## config.mk

```make
export PLATFORM = sky130hd
export DESIGN_NAME = mclk_ratio_div
export DESIGN_NICKNAME = d
export VERILOG_FILES = /design/src/rtl/mclk_div_pkg.sv /design/src/rtl/mclk_phase_cnt.sv /design/src/rtl/mclk_code_ctrl.sv /design/src/rtl/mclk_out_stage.sv /design/src/rtl/mclk_ratio_div.sv
export SDC_FILE = /design/constraint.sdc
export NUM_CORES = 1
export LEC_CHECK = 0
export BUFFER_PORTS_ARGS = -buffer_cell sky130_fd_sc_hd__buf_2
export CAP_MARGIN = 20
export CORE_AREA = 2 2 40 42
export DETAILED_ROUTE_END_ITERATION = 6
export DIE_AREA = 0 0 42 44
export PLACE_DENSITY = 0.69
export SYNTH_ARGS = -nofsm -noshare
export SYNTH_HDL_FRONTEND = slang
export SYNTH_HIERARCHICAL = 1
export SYNTH_SLANG_ARGS = --single-unit
```

## constraint.sdc

```tcl
create_clock -name clk -period 5.35 [get_ports clk]
set_clock_uncertainty 0.2 [all_clocks]
set_input_delay 1.07 -clock clk [delete_from_list [all_inputs] [get_ports clk]]
set_output_delay 1.07 -clock clk [all_outputs]
set_load 0.05 [all_outputs]
```

## src/rtl/mclk_div_pkg.sv

```systemverilog
// Package: shared helpers for the master clock ratio divider.
// Assumes ratio codes are unsigned and the family select is one bit.
package mclk_div_pkg;

    // Legality of a ratio code for the selected clock family.
    function automatic logic code_illegal(
        input logic        base384,
        input logic [31:0] code,
        input int unsigned max512,
        input int unsigned max384
    );
        if (base384) begin
            return code > max384;
        end
        return code > max512;
    endfunction

endpackage

```

## src/rtl/mclk_phase_cnt.sv

```systemverilog
// Module: free-running binary phase counter.
// Each bit k is the reference halved k+1 times. It flags the wrap edge,
// where every phase starts a new period at once. Assumes synchronous resets.
module mclk_phase_cnt #(
    parameter int unsigned CNT_W = 5
) (
    input  logic             clk,
    input  logic             rst_n,
    input  logic             soft_rst,
    output logic [CNT_W-1:0] cnt_nxt,
    output logic             wrap
);
    logic [CNT_W-1:0] cnt_q;

    // Next count value and wrap detection.
    always_comb begin
        cnt_nxt = (!rst_n || soft_rst) ? '0 : cnt_q + 1'b1;
        wrap    = rst_n && !soft_rst && (cnt_q == {CNT_W{1'b1}});
    end

    // Counter register, cleared by either reset.
    always_ff @(posedge clk) begin
        cnt_q <= cnt_nxt;
    end
endmodule

```

## src/rtl/mclk_code_ctrl.sv

```systemverilog
// Module: ratio code and enable control.
// Samples the code and family at counter wraps, judges legality, holds the
// sticky error flag and applies the immediate stop. It exposes next-state
// values so the output stage can register them in the same edge.
module mclk_code_ctrl
    import mclk_div_pkg::*;
#(
    parameter int unsigned CODE_W       = 3,
    parameter int unsigned MAX_CODE_512 = 4,
    parameter int unsigned MAX_CODE_384 = 3
) (
    input  logic              clk,
    input  logic              rst_n,
    input  logic              soft_rst,
    input  logic              wrap,
    input  logic              gate,
    input  logic              run,
    input  logic              base_sel,
    input  logic [CODE_W-1:0] ratio_code,
    output logic [CODE_W-1:0] code_nxt,
    output logic              drive_nxt,
    output logic              cfg_err
);
    logic [CODE_W-1:0] code_q;
    logic              bad_q;
    logic              en_q;
    logic              bad_nxt;
    logic              en_nxt;
    logic              err_nxt;
    logic              req_bad;

    // Legality of the currently requested code.
    always_comb begin
        req_bad = code_illegal(base_sel, 32'(ratio_code), MAX_CODE_512, MAX_CODE_384);
    end

    // Next state: load at wrap, stop at once, restart only at wrap.
    always_comb begin
        code_nxt = code_q;
        bad_nxt  = bad_q;
        en_nxt   = en_q;
        err_nxt  = cfg_err;
        if (!rst_n || soft_rst) begin
            code_nxt = '0;
            bad_nxt  = 1'b0;
            en_nxt   = 1'b0;
            err_nxt  = 1'b0;
        end else begin
            if (wrap) begin
                code_nxt = ratio_code;
                bad_nxt  = req_bad;
                err_nxt  = cfg_err | req_bad;
            end
            if (gate || !run) begin
                en_nxt = 1'b0;
            end else if (wrap) begin
                en_nxt = 1'b1;
            end
        end
        drive_nxt = en_nxt && !bad_nxt;
    end

    // Control registers.
    always_ff @(posedge clk) begin
        code_q  <= code_nxt;
        bad_q   <= bad_nxt;
        en_q    <= en_nxt;
        cfg_err <= err_nxt;
    end
endmodule

```

## src/rtl/mclk_out_stage.sv

```systemverilog
// Module: output register and edge report.
// Picks the counter phase named by the code and registers it as mclk. It
// also registers a pulse for each transition. Codes wider than the counter
// select a constant 0, which only happens when the output is not driven.
module mclk_out_stage #(
    parameter int unsigned CNT_W  = 5,
    parameter int unsigned CODE_W = 3
) (
    input  logic              clk,
    input  logic              rst_n,
    input  logic              soft_rst,
    input  logic [CNT_W-1:0]  cnt_nxt,
    input  logic [CODE_W-1:0] code_nxt,
    input  logic              drive_nxt,
    output logic              mclk,
    output logic              mclk_tick
);
    localparam int unsigned SEL_N = 1 << CODE_W;

    logic [SEL_N-1:0] phase_ext;
    logic             mclk_nxt;

    // Widen the phase vector to every code value.
    for (genvar i = 0; i < SEL_N; i++) begin : g_phase
        if (i < CNT_W) begin : g_live
            assign phase_ext[i] = cnt_nxt[i];
        end else begin : g_zero
            assign phase_ext[i] = 1'b0;
        end
    end

    // Next output level.
    always_comb begin
        mclk_nxt = (rst_n && !soft_rst && drive_nxt) ? phase_ext[code_nxt] : 1'b0;
    end

    // Output and edge-pulse registers.
    always_ff @(posedge clk) begin
        if (!rst_n) begin
            mclk      <= 1'b0;
            mclk_tick <= 1'b0;
        end else begin
            mclk      <= mclk_nxt;
            mclk_tick <= mclk_nxt ^ mclk;
        end
    end
endmodule

```

## src/rtl/mclk_ratio_div.sv

```systemverilog
// Module: top of the master clock ratio divider.
// Assumes clk runs at twice the 512fs or 384fs family clock, and that all
// controls are synchronous to clk. Changes take effect at counter wraps.
module mclk_ratio_div #(
    parameter int unsigned CODE_W       = 3,
    parameter int unsigned MAX_CODE_512 = 4,
    parameter int unsigned MAX_CODE_384 = 3
) (
    input  logic              clk,
    input  logic              rst_n,
    input  logic              soft_rst,
    input  logic              gate,
    input  logic              run,
    input  logic              base_sel,
    input  logic [CODE_W-1:0] ratio_code,
    output logic              mclk,
    output logic              mclk_tick,
    output logic              cfg_err
);
    localparam int unsigned CNT_W = MAX_CODE_512 + 1;

    logic [CNT_W-1:0]  cnt_nxt;
    logic              wrap;
    logic [CODE_W-1:0] code_nxt;
    logic              drive_nxt;

    mclk_phase_cnt #(.CNT_W(CNT_W)) i_cnt (
        .clk      (clk),
        .rst_n    (rst_n),
        .soft_rst (soft_rst),
        .cnt_nxt  (cnt_nxt),
        .wrap     (wrap)
    );

    mclk_code_ctrl #(
        .CODE_W       (CODE_W),
        .MAX_CODE_512 (MAX_CODE_512),
        .MAX_CODE_384 (MAX_CODE_384)
    ) i_ctrl (
        .clk        (clk),
        .rst_n      (rst_n),
        .soft_rst   (soft_rst),
        .wrap       (wrap),
        .gate       (gate),
        .run        (run),
        .base_sel   (base_sel),
        .ratio_code (ratio_code),
        .code_nxt   (code_nxt),
        .drive_nxt  (drive_nxt),
        .cfg_err    (cfg_err)
    );

    mclk_out_stage #(.CNT_W(CNT_W), .CODE_W(CODE_W)) i_out (
        .clk       (clk),
        .rst_n     (rst_n),
        .soft_rst  (soft_rst),
        .cnt_nxt   (cnt_nxt),
        .code_nxt  (code_nxt),
        .drive_nxt (drive_nxt),
        .mclk      (mclk),
        .mclk_tick (mclk_tick)
    );
endmodule

```

Yosys cells after proc, flatten, opt, wreduce, memory -nomap -nowiden
Cells that the tools add are included.
- input port bits: 9
- output and inout port bits: 3
- register bits after elaboration: 13
- logic and storage cells: 38
- $add $sub $neg: 1
- muxes and demuxes: 14
- reduce and logical (&&, ||, !) cells: 10
- bitwise logic cells: 2
- order comparisons: 3
- eq/ne operators: 1
- operators with widths (cell ; count):
    $mux W1 ; 10
    $mux W3 ; 2
    $add A5 B1 Y5 const B ; 1
    $eq A5 B5 Y1 const B ; 1
    $mux W5 ; 1
    $logic_and A1 B1 Y1 ; 4
    $logic_not A1 Y1 ; 4
    $lt A3 B4 Y1 const B ; 1
    $bmux W1 S3 ; 1
    $gt A3 B2 Y1 const B ; 1
    $gt A3 B3 Y1 const B ; 1
    $logic_or A1 B1 Y1 ; 2
    $or A1 B1 Y1 ; 1
    $xor A1 B1 Y1 ; 1

Depth between registers and ports, before layout
- depth in word-level cells: 10
- gate-level depth with buffers: 12

By module
Netlist, hierarchy kept.
- modules (own cells, without submodules) (module ; instances ; area each (um^2) ; cells each):
    mclk_code_ctrl ; 1 ; 251.5 ; 23
    mclk_phase_cnt ; 1 ; 211.5 ; 20
    mclk_out_stage ; 1 ; 138.9 ; 15

Worst setup path after synthesis
No wires, ideal clock.
- path kind: input to register
- start: input rst_n
- end: register i_out.mclk
- required time: 5.035 ns
- setup time: 0.115 ns
- data arrival time: 2.436 ns
- stages: 9
- path slack: 2.599 ns
- path buffers: 1
- path through: nor2b_1 -> and2_1 -> buf_6 -> mux2i_1 -> nor2_1 -> mux2_1 -> nand4b_1 -> nand3_2 -> and2_1
- RTL lines (item ; line ; RTL):
    from (decl) ; mclk_ratio_div.sv:10 ; input logic rst_n,
    $logic_and A1 B1 Y1 (2 in a row) ; mclk_phase_cnt.sv:18 ; wrap = rst_n && !soft_rst && (cnt_q == {CNT_W{1'b1}});
    net wrap ; mclk_ratio_div.sv:23 ; logic wrap;
    $mux W3 ; mclk_code_ctrl.sv:49 ; if (wrap) begin
    $mux W3 ; mclk_code_ctrl.sv:43 ; if (!rst_n || soft_rst) begin
    net code_nxt[0] ; mclk_ratio_div.sv:24 ; logic [CODE_W-1:0] code_nxt;
    $bmux W1 S3 ; mclk_out_stage.sv:34 ; mclk_nxt = (rst_n && !soft_rst && drive_nxt) ? phase_ext[code_nxt] : 1'b0;
    $mux W1 (not written as such) ; mclk_out_stage.sv:34 ;
    $mux W1 ; mclk_out_stage.sv:34 ;
    to (signal assigned) ; mclk_out_stage.sv:43 ; mclk <= mclk_nxt;
    to (decl) ; mclk_out_stage.sv:15 ; output logic mclk,
The timed path passes the listed nets, and every way through them passes these cells. The select of a mux whose other input is x is not followed.
A chain may end at the register's enable or synchronous reset.

Worst setup path after layout
- start: input rst_n
- end: register i_out.mclk_tick
- word-level cells in the longest chain between the ends: 9
- ends and longest elaborated chain (item ; line ; RTL):
    $logic_and A1 B1 Y1 (2 in a row) ; mclk_phase_cnt.sv:18 ;
    net wrap ; mclk_ratio_div.sv:23 ;
    $mux W1 ; mclk_code_ctrl.sv:56 ; end else if (wrap) begin
    $mux W1 ; mclk_code_ctrl.sv:54 ; if (gate || !run) begin
    $mux W1 ; mclk_code_ctrl.sv:43 ;
    net i_ctrl.en_nxt ; mclk_code_ctrl.sv:28 ; logic en_nxt;
    $logic_and A1 B1 Y1 ; mclk_code_ctrl.sv:60 ; drive_nxt = en_nxt && !bad_nxt;
    net drive_nxt ; mclk_ratio_div.sv:25 ; logic drive_nxt;
    $logic_and A1 B1 Y1 ; mclk_out_stage.sv:34 ;
    $mux W1 ; mclk_out_stage.sv:34 ;
    $xor A1 B1 Y1 ; mclk_out_stage.sv:44 ; mclk_tick <= mclk_nxt ^ mclk;
    to (signal assigned) ; mclk_out_stage.sv:44 ;
    to (decl) ; mclk_out_stage.sv:16 ; output logic mclk_tick
The timed path passes the listed nets, and every way through them passes these cells. The select of a mux whose other input is x is not followed.

==> flow_summary_export.csv <==
group,metric,value,unit
status,outcome,"finished clean",
timing,rsz0062_at_grt,"no",
logic_synthesis,async_flop_share,0,%
detailed_routing,antenna_left,0,
worst_setup_path,crit_start,"rst_n",
worst_hold_path,min_from,"i_ctrl/cfg_err$_SDFFE_PP0P_",
placed_design,place_hpwl,753.9,µm
timing,worstMarginPinSlew,0.2890,ns
cells_and_area,final_util,48.85,%
timing,period_needed,2.923,ns
timing,layout_setup_ws,2.427,ns
logic_synthesis,syn-mean-instance-area,10.38,µm²
die,io-pin-count,12,
flow_run,max_cap_violations,0,
timing,period_share,54.64,%
grt,antenna_found_initial,0,
cells_and_area,drive_gt1_share,29.17,%
grt,grt_max_degree,9,
placed_design,port_buffers,11,
cells_and_area,syn2layout_area_growth,15.18,%
grt,grt_pass1_vias,405,
die,fp.dieArea,1848,µm²
clocking,cts-root-buf,"clkbuf_4",
detailed_routing,vias_per_cell,5.034,
cells_and_area,n_fill_cell,136,
worst_setup_path,slowest_delay,0.32,ns
detailed_routing,routed_wl,992,µm
timing,fmax,342.1,MHz
worst_setup_path,cp-start-kind,"input port",
grt,grtUsageTotal,12.73,%
clocking,numCtsBuffers,3,
worst_setup_path,crit_family,"simple AND/OR/NAND/NOR gates",
grt,grt-ovfl-total,0,
logic_synthesis,ys_seq_area_share,43.24,%
worst_setup_path,crit_arrival,2.93,ns
worst_setup_path,worstPathCellList,"buf_2 > nor2b_1 > and2_1 > nor2_2 > nor4b_4 > and2_1 > nor2b_1 > o2111ai_1 > nand3_2 > mux2i_1",
cells_and_area,ff_latch_area,260.3,µm²
die,start_util,42.42,%
die,core,1419,µm²
worst_setup_path,required,5.36,ns
clocking,ctsResizeCount,0,
timing,setup_violations,0,
worst_hold_path,holdCritPathClass,"flop to flop",
timing,finalHoldViolations,0,
power,p_leak,0.3016,nW
die,rows,14,
detailed_routing,drc_errors,0,
power,power.density,238.4,nW/µm²
timing,max_slew_margin,80.73,%
grt,grt_pass1_wl,1704,µm
detailed_routing,firstDrtPassIters,3,
clocking,cts_tree,"yes",
detailed_routing,vias,443,
cells_and_area,multi_input_area,326.6,µm²
power,power,0.0001652,W
detailed_routing,drt_iter0_drc,2,
worst_setup_path,path_class,"input port to flop",
cells_and_area,final_cell_mix,"dfxtp_1 (13), buf_2 (11), nor2_1 (9)",
clocking,cts.path.max_buffers,2,
clocking,clock_latency,0.27,ns
cells_and_area,layout_commonest_cell,"dfxtp_1",
clocking,clk_pin_slew_worst_paths,0.08,ns
logic_synthesis,synth_edf_count,0,
placed_design,gp_congestion,0.7610,
timing,final_max_slew_viol_count,0,
placed_design,place_ws,2.113,ns
worst_setup_path,crit_path_max_fanout,8,
logic_synthesis,yosys_warnings,6,
clocking,cts-hold-fix-buffers,0,
timing,fin_setup_tns,0,ns
logic_synthesis,syn_nets,69,
die,die_h,44,µm
clocking,cts_htree_levels,1,
worst_setup_path,timing.rr.start,"i_cnt/cnt_q[0]$_DFF_P_",
detailed_routing,routedWlPerCell,11.27,µm
power,ir_drop,132.3,µV
cells_and_area,n_antenna_cell,0,
clocking,postCtsSetupRepairBufs,0,
logic_synthesis,synth_seq_cells,13,
logic_synthesis,synth_cells,58,
clocking,clkSinkCount,13,
worst_setup_path,reg2reg_slack,2.75,ns
cells_and_area,nNetsFinal,84,
worst_setup_path,slowest_stage,"and2_1",
worst_setup_path,end_kind,"flop",
worst_setup_path,worst-path-buf-inv,1,
logic_synthesis,syn-cell-area,601.8,µm²
logic_synthesis,ys.flop_type,"dfxtp_1",
die,chipWidth,42,µm
logic_synthesis,synth_cell_types,26,
[cell families (layout without fill, tap and decap cells)]
| family | Yosys count | after routing | share of synthesized area (%) |
|---|---|---|---|
| AO/OA/AOI/OAI | 3 | 3 | 4.574 |
| XOR/XNOR | 1 | 1 | 1.456 |
| adder cells (fa/ha/maj) | 2 | 2 | 4.157 |
| buffers and inverters | 2 | 16 | 2.494 |
| flip-flops | 13 | 13 | 43.24 |
| multiplexers | 6 | 6 | 10.19 |
| AND/OR/NAND/NOR | 31 | 31 | 33.89 |
[power by group]
part	switching (W)	leakage (nW)	internal (W)	total, W
combinational	0.00000445	0.179	0.00000410	0.00000855
sequential	0.000000483	0.105	0.0000974	0.0000979
clock	0.0000312	0.0177	0.0000277	0.0000588
[worst min-delay path: stages (launching register included)]
cell and delay, ns:
dfxtp_1 0.32, nor2_1 0.04, nor2_1 0.07
[flip-flops by register name (all words and copies together) (netlist names)]
signal / count
i_cnt/cnt_q: 5
i_ctrl/cfg_err: 1
i_out/mclk: 1
i_ctrl/en_q: 1
i_ctrl/bad_q: 1
i_ctrl/code_q: 3
i_out/mclk_tick: 1
[per-layer routing]
metal | track usage (%) | routed length [µm] | vias to the layer above
li1 | - | - | 233
met1 | 14.65 | 466 | 203
met2 | 20.94 | 496 | 5
met3 | 2.500 | 20 | 2
met4 | 9.677 | 9 | 0
met5 | 0 | 0 | -
[path summary, 6_finish.rpt]
kind | to | cells past startpoint
setup reg to reg | i_out/mclk_tick$_SDFF_PN0_ | 11
setup / recovery | i_out/mclk_tick$_SDFF_PN0_ | 10
hold / removal | i_ctrl/cfg_err$_SDFFE_PP0P_ | 2
hold reg to reg | i_ctrl/cfg_err$_SDFFE_PP0P_ | 2
[per-stage QoR]
step                      instance area, µm²  std cells  hold slack (ns)
after floorplan                        601.8         58           0.2318
after global placement                 665.6         84           0.2490
after detailed placement               665.6         84           0.2577
after CTS                              693.2         88           0.2744
after global routing                   693.2         88           0.3045
final                                  693.2         88           0.2654
[Yosys cell counts, drive strengths merged, types with 2 or more instances]
cell / count / area, µm²
nand3: 2 / 15.01
or2b: 2 / 15.01
dfxtp: 13 / 260.3
nor2b: 2 / 12.51
and2: 5 / 31.28
ha: 2 / 25.02
nand2: 2 / 7.510
nand2b: 2 / 15.02
nor2: 10 / 40.04
mux2i: 5 / 50.05
[cell type report]
class                      count  share of cell area, %
inverter                       1                 0.5415
clock buffer                   3                  3.249
sequential                    13                  37.55
tap                           16                  2.888
clock inverter                 1                 0.7220
multi-input combinational     43                  47.11
timing repair buffer          11                  7.942
(Power assumes the default switching activity.)
